$ cat config.mk
export PLATFORM = sky130hd
export DESIGN_NAME = lowpwr_seq
export DESIGN_NICKNAME = d
export VERILOG_FILES = /design/src/rtl/lowpwr_seq.sv
export SDC_FILE = /design/constraint.sdc
export NUM_CORES = 1
export LEC_CHECK = 0
export BUFFER_PORTS_ARGS = -buffer_cell sky130_fd_sc_hd__buf_2
export CAP_MARGIN = 20
export CELL_PAD_IN_SITES_DETAIL_PLACEMENT = 1
export CELL_PAD_IN_SITES_GLOBAL_PLACEMENT = 2
export CORE_AREA = 4 4 41 43
export DETAILED_ROUTE_END_ITERATION = 7
export DIE_AREA = 0 0 45 47
export HOLD_SLACK_MARGIN = 0.08
export PLACE_DENSITY = 0.61
export SLEW_MARGIN = 20
export SYNTH_ARGS = -nofsm -noshare
export SYNTH_HDL_FRONTEND = slang
export SYNTH_SLANG_ARGS = --single-unit
$ cat constraint.sdc
create_clock -name clk -period 2.7 [get_ports clk]
set_input_delay 0.405 -clock clk [delete_from_list [all_inputs] [get_ports clk]]
set_output_delay 0.405 -clock clk [all_outputs]
set_load 0.005 [all_outputs]
$ cat src/rtl/lowpwr_seq.sv
module lowpwr_seq (
  input  logic clk,
  input  logic rst_n,
  input  logic wfi_req_i,
  input  logic wfe_req_i,
  input  logic event_i,
  input  logic sleep_on_exit_i,
  input  logic deep_en_i,
  input  logic exc_pending_i,
  input  logic exc_return_i,
  input  logic return_to_base_i,
  output logic core_sleep_o,
  output logic core_clk_en_o,
  output logic sys_deep_req_o,
  output logic skip_restore_o
);

  logic asleep_q, via_exit_q, evt_q;
  logic wfe_sleeps, exit_sleeps, enter, wfe_consume;

  assign wfe_sleeps  = wfe_req_i & ~evt_q;
  assign exit_sleeps = exc_return_i & return_to_base_i & sleep_on_exit_i;
  assign enter       = ~asleep_q & ~exc_pending_i & (wfi_req_i | wfe_sleeps | exit_sleeps);
  assign wfe_consume = ~asleep_q & wfe_req_i & evt_q;

  always_ff @(posedge clk or negedge rst_n) begin
    if (!rst_n) begin
      asleep_q   <= 1'b0;
      via_exit_q <= 1'b0;
    end else if (asleep_q) begin
      if (exc_pending_i) begin
        asleep_q   <= 1'b0;
        via_exit_q <= 1'b0;
      end
    end else if (enter) begin
      asleep_q   <= 1'b1;
      via_exit_q <= exit_sleeps & ~wfi_req_i & ~wfe_sleeps;
    end
  end

  always_ff @(posedge clk or negedge rst_n) begin
    if (!rst_n) evt_q <= 1'b0;
    else        evt_q <= event_i | (evt_q & ~wfe_consume);
  end

  assign core_sleep_o   = asleep_q;
  assign core_clk_en_o  = ~asleep_q;
  assign sys_deep_req_o = asleep_q & deep_en_i & ~exc_pending_i;
  assign skip_restore_o = asleep_q & via_exit_q;

  assert_wfi_sleeps_R2: assert property (@(posedge clk) disable iff (!rst_n)
    (!asleep_q && wfi_req_i && !exc_pending_i) |=> (core_sleep_o && !core_clk_en_o));

  assert_wfe_event_skips_R3: assert property (@(posedge clk) disable iff (!rst_n)
    (!asleep_q && wfe_req_i && evt_q && !wfi_req_i && !exit_sleeps) |=> !core_sleep_o);

  assert_exit_sleep_R5: assert property (@(posedge clk) disable iff (!rst_n)
    (!asleep_q && exit_sleeps && !wfi_req_i && !wfe_sleeps && !exc_pending_i) |=> skip_restore_o);

  assert_hold_sleep_R6: assert property (@(posedge clk) disable iff (!rst_n)
    (core_sleep_o && !exc_pending_i) |=> core_sleep_o);

  assert_wake_R7: assert property (@(posedge clk) disable iff (!rst_n)
    (core_sleep_o && exc_pending_i) |=> (core_clk_en_o && !skip_restore_o));

  assert_deep_before_clock_R8: assert property (@(posedge clk) disable iff (!rst_n)
    $rose(core_clk_en_o) |-> !$past(sys_deep_req_o));

  assert_no_entry_pending_R9: assert property (@(posedge clk) disable iff (!rst_n)
    (!core_sleep_o && exc_pending_i) |=> !core_sleep_o);

endmodule

# ---- Word level (Yosys, flattened, before mapping)
# Cells that the tools add are included.
dict set report word_totals {
  regBits 3
  in_bits 10
  elab_cells 34
}
dict set report classes {
  n_eq_ne 1
  muxes 6
  bitwise_logic 22
  n_reduce_logical 2
}
# operator n
set op_table {}
lappend op_table {{1-bit bitwise AND} 13}
lappend op_table {{1-bit 2-to-1 mux} 6}
lappend op_table {{1-bit NOT} 6}
lappend op_table {{1-bit bitwise OR} 3}
lappend op_table {{2-bit != test (second input constant)} 1}
lappend op_table {{2-bit AND reduction} 1}
lappend op_table {{2-bit nonzero test} 1}

# ---- Logic depth before layout (Yosys ltp)
# Gate-level depths: netlist of the first run.
dict set report depth {
  depth_word 7
  mapped_depth 3
  mapped_depth_nobuf 3
}

# ---- Least setup slack after synthesis of the first run
# OpenSTA, ideal clock, no wires.
dict set report synth_path {
  kind {reg2out}
  startpoint {register asleep_q, in the netlist core_sleep_o}
  endpoint {output sys_deep_req_o}
  arrival_ns 0.688
  required_time_ns 2.295
  slack_ns 1.607
  stages_incl_launch_ff 3
  n_path_buf 0
  path_cell_list {dfrtp_1 -> inv_1 -> nor3b_1}
}
dict set report synth_between {
  elab_chain_len 2
}
# element line_no
set synth_lines {}
lappend synth_lines {{from (decl)} 18} ;# logic asleep_q, via_exit_q, evt_q;
lappend synth_lines {{from (signal assigned)} 28} ;# asleep_q <= 1'b0;
lappend synth_lines {{from (signal assigned)} 32} ;# asleep_q <= 1'b0;
lappend synth_lines {{from (signal assigned)} 36} ;# asleep_q <= 1'b1;
lappend synth_lines {{1-bit bitwise AND (2 in series)} 48} ;# assign sys_deep_req_o = asleep_q & deep_en_i & ~exc_pending_i;
lappend synth_lines {{to (decl)} 14} ;# output logic sys_deep_req_o,
# No other way between the ends.

# ---- Worst setup path in the final report of the first run
# Ends and elaborated chain as after synthesis.

==> results of run 1 <==
[cell usage in the layout, fill, tap and decap left out]
cell	Yosys	layout
nor3b_1	1	1
dfrtp_1	3	3
a21o_1	1	1
clkbuf_1	0	1
nor2_1	1	1
inv_1	2	2
a22oi_1	1	1
clkbuf_4	0	3
nand3_1	1	1
nand2_1	1	1
nand2b_1	1	1
a31oi_1	2	2
and2_2	1	1
buf_2	0	13
o22ai_1	1	1
dlygate4sd3_1	0	1
and3_1	1	1
[cells by family (layout without fill, tap and decap cells)]
group | after synthesis | count (layout) | share of synthesized area
simple gates | 7 | 7 | 0.2560
compound gates | 5 | 5 | 0.2160
buf+inv | 2 | 20 | 0.04802
flops | 3 | 3 | 0.4800
[metal layers]
layer	wire length, um	up-vias
met5	0	-
met4	0	0
met3	18	0
met2	366	6
met1	184	93
li1	-	96
[where the power goes]
group          total, mW  switching (mW)  internal (mW)
logic             0.0239          0.0113         0.0126
registers         0.0505         0.00206         0.0485
clock network     0.0745          0.0194         0.0551
total              0.149          0.0327          0.116
[cell usage after synthesis, drive strengths merged]
master | n | share of area
inv | 2 | 0.048
nand2 | 1 | 0.024
nor2 | 1 | 0.024
nand3 | 1 | 0.032
and2 | 1 | 0.048
dfrtp | 3 | 0.48
o22ai | 1 | 0.040
a21o | 1 | 0.048
a31oi | 2 | 0.080
nor3b | 1 | 0.048
nand2b | 1 | 0.040
a22oi | 1 | 0.048
and3 | 1 | 0.040
[through the flow]
| step | hold WS, ns | setup WS [ns] | utilization | std cells |
|---|---|---|---|---|
| after floorplan | 0.1094 | 1.607 | - | 17 |
| after global placement | 0.2011 | 1.468 | 0.1846 | 45 |
| after detailed placement | 0.2025 | 1.464 | 0.1846 | 45 |
| after CTS | 0.3684 | 1.248 | 0.2125 | 50 |
| after global routing | 0.3801 | 1.174 | 0.2125 | 50 |
| final | 0.3720 | 1.261 | 0.2125 | 50 |
[area by class of cell]
type	count	area share
inverters	2	0.02715
flip-flops and latches	3	0.2715
well taps	15	0.06787
repair buffers	14	0.2715
multi-input cells	12	0.2670
clock buffers	4	0.09502
[final timing paths]
check | start | end | cells after the start
worst max-delay path | core_sleep_o$_DFF_PN0_ | sys_deep_req_o | 3
worst min-delay path | event_i | evt_q$_DFF_PN0_ | 2
worst max register to register | core_sleep_o$_DFF_PN0_ | via_exit_q$_DFFE_PN0P_ | 3
worst min register to register | evt_q$_DFF_PN0_ | evt_q$_DFF_PN0_ | 1
max in group asynchronous | rst_n | core_sleep_o$_DFF_PN0_ | 2
min in group asynchronous | rst_n | via_exit_q$_DFFE_PN0P_ | 2
[sequential cells by signal (all words and copies together) (netlist names)]
name,count
core_sleep_o,1
evt_q,1
via_exit_q,1
[what timing repair did]
action	in CTS	in global routing
endpoints found under the setup margin	0	0
hold buffers	1	0
endpoints found under the hold margin	3	0
==> metrics.txt, run 1 <==
Worst Path Arrival=around 1 ns; met1 Resource Use GR=0.05000; GRT overflow=0; Pleak=~0.14 nW; Fin Clk Skew=between 0.0015 and 0.002 ns; Die Y=47 um; # nets final=between 40 and 50; Pre-antenna DRT Iters=3; met3 usage=0.01533; Inserted Clock Buffers=3; Crit. End Element=primary output; fill count=between 150 and 200; # IOs=14; slowest CP cell=dfrtp_1; critical path required time=roughly 2.3 ns; vias per inst=3.900; busiest grt layer=met2; Final Total Pwr=around 0.15 mW; post-synth design cell area=roughly 160 um^2; Final Hold Viols=0; initial antenna violation count=0; Fmax=approximately 690 MHz; Bufs and invs on worst path=2; Net Count, Synth=27; Cell Rows=13; WS Path Type=register to primary output; GPL Wtd Cong=approximately 0.7; vias in the first global route=254; Post-Route WL=around 570 um; Worst-Margin Slew=~0.2 ns; Max FO, Critical Path=4; Worst IR Drop VDD=between 0.2 and 0.25 mV; DRC viols=0; Die X=approximately 45 um; CTS tree=built; clk sinks=3; Hold WC Path Type=primary input to register; critical path, cell by cell=inv_1, nor3b_1, buf_2; die area=2115 um^2; Crit path largest cell delay=roughly 0.37 ns; yosys warns=0; Setup crit start kind=register; synthesis-stage register bit count=3; Initial Utilization=0.1202; Worst-path clk slew=0.03 ns; final setup fails=0; M2 GR Usage=0.1356; share of cells above drive strength 1=0.4857; H-tree levels=1; setup bufs post-CTS=0; root buffer cell=clkbuf_4; area delta synth->final=76.80%; Top delay family on crit path=flip-flops; Ant. Diodes=0; drt first-iter violations=1; wire length per cell=11.38 um; post-route ant nets=0; CTS max path bufs=2; Synth cell types=13; max-cap violation count=0; Worst slew margin=0.8653; global-route wire length before repair=approximately 960 um; fin area=roughly 280 um^2; PwrDens=between 500 and 600 nW/um^2; cell count after synthesis=17; period utilization=0.5330; Post-DP HPWL=510.4 um; Mean Syn Cell Area=around 9.2 um^2; gr usage total=0.06319; Post-CTS Resized=0; Port Buffers=13; Slew Viols, Final=0; multi-input logic area=about 74 um^2; pin count of the biggest net entering global routing=5; clock latency at the later pin of the worst-skew pair=0.22 ns; Seq. cell area=roughly 75 um^2; via count=roughly 200; Setup TNS Final=0 ns; worst reg-to-reg setup slack=approximately 1.7 ns; RSZ-0062 raised after global routing=no; outcome=finished clean; Core Footprint=about 1300 um^2; DP Area=about 240 um^2; sequential share of the synthesized area=0.4800; Final min period=between 1 and 1.5 ns
No activity file was read; power rests on OpenSTA's default activity.
==> run 2, diff against run 1 <==
--- a/config.mk
+++ b/config.mk
@@ -13,7 +13,7 @@
 export DETAILED_ROUTE_END_ITERATION = 7
 export DIE_AREA = 0 0 45 47
 export HOLD_SLACK_MARGIN = 0.08
-export PLACE_DENSITY = 0.61
+export PLACE_DENSITY = 0.63
 export SLEW_MARGIN = 20
 export SYNTH_ARGS = -nofsm -noshare
 export SYNTH_HDL_FRONTEND = slang
==> constraint.sdc (replaced) <==
create_clock -name clk -period 1.15 [get_ports clk]
set_input_delay 0.1725 -clock clk [delete_from_list [all_inputs] [get_ports clk]]
set_output_delay 0.1725 -clock clk [all_outputs]
set_load 0.005 [all_outputs]
==> metrics.txt, run 2 (synthesized netlist as in run 1, its figures left out) <==
via count=205 (+5.1%); # nets final=48 (+4.3%); commonest non-fill, non-tap cell in the layout=buf_2; vias per inst=3.942 (+1.1%); share of cells above drive strength 1=0.5946 (+0.1089); Worst R2R End=via_exit_q$_DFFE_PN0P_; Ant. Diodes=0 (unchanged); PwrDens=1238 nW/um^2 (+130%); commonest cells after routing, fill and taps aside=buf_2, clkbuf_4, dfrtp_1, a31oi_1, buf_4; Die X=45 um (unchanged); clock latency at the later pin of the worst-skew pair=0.23 ns (about the same); die area=2115 um^2 (unchanged); fin area=299.0 um^2 (+8.1%); drt first-iter violations=1 (unchanged); Max FO, Critical Path=4 (unchanged); # IOs=14 (unchanged); Post-Route WL=558 um (-1.9%); Die Y=47 um (unchanged); Inserted Clock Buffers=3 (unchanged); Pre-antenna DRT Iters=2 (-1); wire length per cell=10.73 um (-5.7%); Cell Rows=13 (unchanged); Port Buffers=13 (unchanged); Worst-path clk slew=0.04 ns (about the same); pin count of the biggest net entering global routing=5 (unchanged); H-tree levels=1 (unchanged); CTS max path bufs=2 (unchanged); Initial Utilization=0.1202 (unchanged); Final Hold Viols=0 (unchanged); Slew Viols, Final=0 (unchanged); Worst IR Drop VDD=0.4503 mV (+91%); period utilization=0.9824; Fin Clk Skew=0.002899 ns (+0.0009365 ns); Worst-Margin Slew=0.1616 ns (-0.03968 ns); RSZ-0062 raised after global routing=yes; Final Total Pwr=0.3702 mW (+150%); DRC viols=0 (unchanged); vias in the first global route=262 (+3.1%); Pleak=0.1533 nW (+7.4%); DP Area=240.2 um^2 (unchanged); gr usage total=0.07510 (+0.01191); outcome=finished clean; RR Startpoint=core_sleep_o$_DFF_PN0_; global-route wire length before repair=1.041 mm (+8.6%); Hold WC Path Type=primary input to register; WS Path Type=register to primary output; post-route ant nets=0 (unchanged); CP endpoint=sys_deep_req_o; Fmax=885.1 MHz; root buffer cell=clkbuf_4; Setup crit start kind=register; Worst Path Arrival=0.96 ns (-0.07 ns); critical path required time=0.98 ns (-1.32 ns); clk sinks=3 (unchanged); Crit. Startpoint=core_sleep_o$_DFF_PN0_; area delta synth->final=91.20%; final setup fails=0 (unchanged); max-cap violation count=0 (unchanged); Core Footprint=1301 um^2 (unchanged); CTS tree=built; GPL Wtd Cong=0.6978 (-2.9%); Setup TNS Final=0 ns (unchanged); Final min period=around 1.1 ns; worst reg-to-reg setup slack=0.11 ns (-1.61 ns); Worst slew margin=0.8922 (+0.02695); GRT overflow=0 (unchanged); Reg2Reg Depth=4 (+1); Crit. End Element=primary output; initial antenna violation count=0 (unchanged)
run 2: report_power, final:
part	internal (mW)	total (mW)	switching [mW]	leakage [nW]
registers	0.114	0.119	0.00511	0.0362
logic	0.0371	0.0661	0.0289	0.102
clock network	0.130	0.185	0.0553	0.0150
total	0.281	0.370	0.0893	0.153
run 2: area by class of cell:
cell class / count / area, um^2
multi-input cells: 12 / 81.33
clock buffers: 4 / 26.28
fillers: 173 / 1002
flip-flops and latches: 3 / 75.07
repair buffers: 16 / 90.09
inverters: 2 / 7.507
well taps: 15 / 18.77
run 2: worst min-delay path by stage:
stage                 start                      to  slack [ns]  depth (start not counted)
floorplan             rst_n  core_sleep_o$_DFF_PN0_       -0.12                          0
global placement      rst_n  via_exit_q$_DFFE_PN0P_       -0.03                          1
detailed placement    rst_n  via_exit_q$_DFFE_PN0P_       -0.03                          1
CTS                 event_i         evt_q$_DFF_PN0_        0.12                          2
global route        event_i         evt_q$_DFF_PN0_        0.13                          2
finish              event_i         evt_q$_DFF_PN0_        0.12                          2
run 2: worst max-delay path, cell delays in order, from the launching register on:
cell and delay, ns:
dfrtp_1 0.38, inv_2 0.07, nor3b_2 0.14, buf_2 0.13
run 2: per-stage QoR:
step	setup WS, ns	hold WS [ns]	utilization	instances
after floorplan	0.2381	-0.1231	-	17
after global placement	0.2032	-0.03008	0.1846	45
after detailed placement	0.1747	-0.02770	0.1846	45
after CTS	0.01185	0.1198	0.2279	52
after global routing	-0.04734	0.1298	0.2298	52
final	0.02019	0.1249	0.2298	52
run 2: what timing repair did:
action | in CTS | in global routing
hold buffers | 1 | 0
endpoints found under the setup margin | 1 | 3
buffers inserted | 2 | 0
cloned | 0 | 0
resized for setup | 2 | 1
hold endpoints to repair | 3 | 0
pin swaps | 1 | 0
run 2: routing by layer:
layer / global-route usage / up-vias / part of all wire
li1: - / 100 / -
met1: 0.05695 / 100 / 0.32
met2: 0.1299 / 5 / 0.65
met3: 0.03448 / 0 / 0.030
met4: 0.08772 / 0 / 0
met5: 0 / - / 0
==> run 3, diff against run 2 <==
--- a/config.mk
+++ b/config.mk
@@ -13,7 +13,7 @@
 export DETAILED_ROUTE_END_ITERATION = 7
 export DIE_AREA = 0 0 45 47
 export HOLD_SLACK_MARGIN = 0.08
-export PLACE_DENSITY = 0.63
+export PLACE_DENSITY_LB_ADDON = 0.1
 export SLEW_MARGIN = 20
 export SYNTH_ARGS = -nofsm -noshare
 export SYNTH_HDL_FRONTEND = slang
==> metrics.txt, run 3 (synthesized netlist as in run 1, its figures left out) <==
Worst-Margin Slew=0.1658 ns (+0.004158 ns); via count=197 (-3.9%); Fmax=905.5 MHz (+2.3%); gr usage total=0.06413 (-0.01097); Worst Path Arrival=0.93 ns (-0.03 ns); Final Hold Viols=0 (unchanged); critical path required time=0.98 ns (about the same); final setup fails=0 (unchanged); RSZ-0062 raised after global routing=yes; CTS max path bufs=2 (unchanged); Worst IR Drop VDD=0.4593 mV (+2.0%); DP Area=240.2 um^2 (unchanged); Final min period=1.104 ns (-0.02547 ns); Slew Viols, Final=0 (unchanged); GRT overflow=0 (unchanged); vias per inst=3.863 (-2.0%); DRC viols=0 (unchanged); Internal Power=0.2779 mW (-1.1%); max-cap violation count=0 (unchanged); Comb power frac=0.168 (-0.010); Die X=45 um (unchanged); utilization after layout=0.2240 (-0.005770); root buffer cell=clkbuf_4; fin area=291.5 um^2 (-2.5%); Die Y=47 um (unchanged); Core Footprint=1301 um^2 (unchanged); Max FO, Critical Path=4 (unchanged); Setup crit start kind=register; Pre-antenna DRT Iters=1 (-1); Inserted Clock Buffers=3 (unchanged); commonest cells after routing, fill and taps aside=buf_2, clkbuf_4, dfrtp_1, a31oi_1; fill count=163 (-5.8%); period utilization=0.9603 (-0.02214); post-route ant nets=0 (unchanged); global-route wire length before repair=897 um (-14%); Sw Ratio=0.2380 (-0.003222); sw power=0.08681 mW (-2.8%); GPL Wtd Cong=0.6155 (-12%); die area=2115 um^2 (unchanged); initial antenna violation count=0 (unchanged); clk sinks=3 (unchanged); # nets final=47 (-2.1%); Port Buffers=13 (unchanged); Clock Power Share=0.508 (+0.007); CTS tree=built; clock latency at the later pin of the worst-skew pair=0.23 ns (about the same); share of cells above drive strength 1=0.5833 (-0.01126); # IOs=14 (unchanged); Worst slew margin=0.8895 (-0.002773); Fin Clk Skew=0.0004088 ns (-0.002490 ns); drt first-iter violations=0 (-1); Crit. End Element=primary output; vias in the first global route=240 (-8.4%); Cell Rows=13 (unchanged); Initial Utilization=0.1202 (unchanged); H-tree levels=1 (unchanged); commonest non-fill, non-tap cell in the layout=buf_2; Hold WC Path Type=primary input to register; Pleak=0.1486 nW (-3.0%); PwrDens=1251 nW/um^2 (+1.0%); area delta synth->final=86.40%; outcome=finished clean; Post-Route WL=531 um (-4.8%); WS Path Type=register to primary output; wire length per cell=10.41 um (-3.0%); Ant. Diodes=0 (unchanged); Worst-path clk slew=0.04 ns (about the same); pin count of the biggest net entering global routing=5 (unchanged); sequential cell fraction of total power=0.324 (+0.003)
run 3: cell count changes in the layout (fill, tap and decap cells not counted):
cell	before	now
buf_4	2	1
run 3: metrics by stage:
step / cells / total power [mW] / hold slack (ns) / TNS [ns] / setup WS [ns]
global route: 51 / 0.3934 / 0.1252 / -0.05212 / -0.05212
CTS: 51 / 0.3781 / 0.1152 / 0 / 0.002390
global placement: 45 / 0.1722 / -0.03151 / 0 / 0.1733
floorplan: 17 / 0.1406 / -0.1231 / 0 / 0.2381
finish: 51 / 0.3647 / 0.1190 / 0 / 0.04566
detailed placement: 45 / 0.1727 / -0.03078 / 0 / 0.1824
run 3: power by group through the flow:
stage	combinational (mW)	sequential [mW]	clock, mW
final	0.0613	0.118	0.185
after global routing	0.0702	0.119	0.204
after CTS	0.0617	0.118	0.198
after detailed placement	0.0529	0.120	0
after global placement	0.0519	0.120	0
after floorplan	0.0216	0.119	0
run 3: timing repair:
| item | in CTS | in global routing |
|---|---|---|
| resized for setup | 2 | 1 |
| pin swaps | 0 | 1 |
| hold endpoints to repair | 3 | 0 |
| setup endpoints to repair | 1 | 2 |
| hold buffers | 1 | 0 |
| setup buffers | 1 | 0 |
run 3: worst paths after layout:
kind / slack [ns] / to / startpoint / cells after the start
worst max-delay path: 0.05 / sys_deep_req_o / core_sleep_o$_DFF_PN0_ / 3
worst min-delay path: 0.12 / evt_q$_DFF_PN0_ / event_i / 2
worst max register to register: 0.11 / via_exit_q$_DFFE_PN0P_ / core_sleep_o$_DFF_PN0_ / 4
worst min register to register: 0.46 / evt_q$_DFF_PN0_ / evt_q$_DFF_PN0_ / 1
max in group asynchronous: 0.79 / core_sleep_o$_DFF_PN0_ / rst_n / 2
min in group asynchronous: 0.26 / via_exit_q$_DFFE_PN0P_ / rst_n / 2
run 3: cell type report:
cell class,instances,area (um^2),area share
inverters,2,7.507,0.02575
flip-flops and latches,3,75.07,0.2575
clock buffers,4,26.28,0.09013
well taps,15,18.77,0.06438
multi-input cells,12,81.33,0.2790
repair buffers,15,82.58,0.2833
run 3: critical path, stage by stage (launching register included):
cell	delay, ns
dfrtp_1	0.37
inv_2	0.07
nor3b_2	0.14
buf_2	0.13
run 3: layer usage:
metal	routed length, um	global-route usage	vias to the layer above
met4	19	0.07018	0
met1	184	0.05492	89
li1	-	-	99
met2	286	0.1158	7
met5	0	0	-
met3	41	0.01533	2
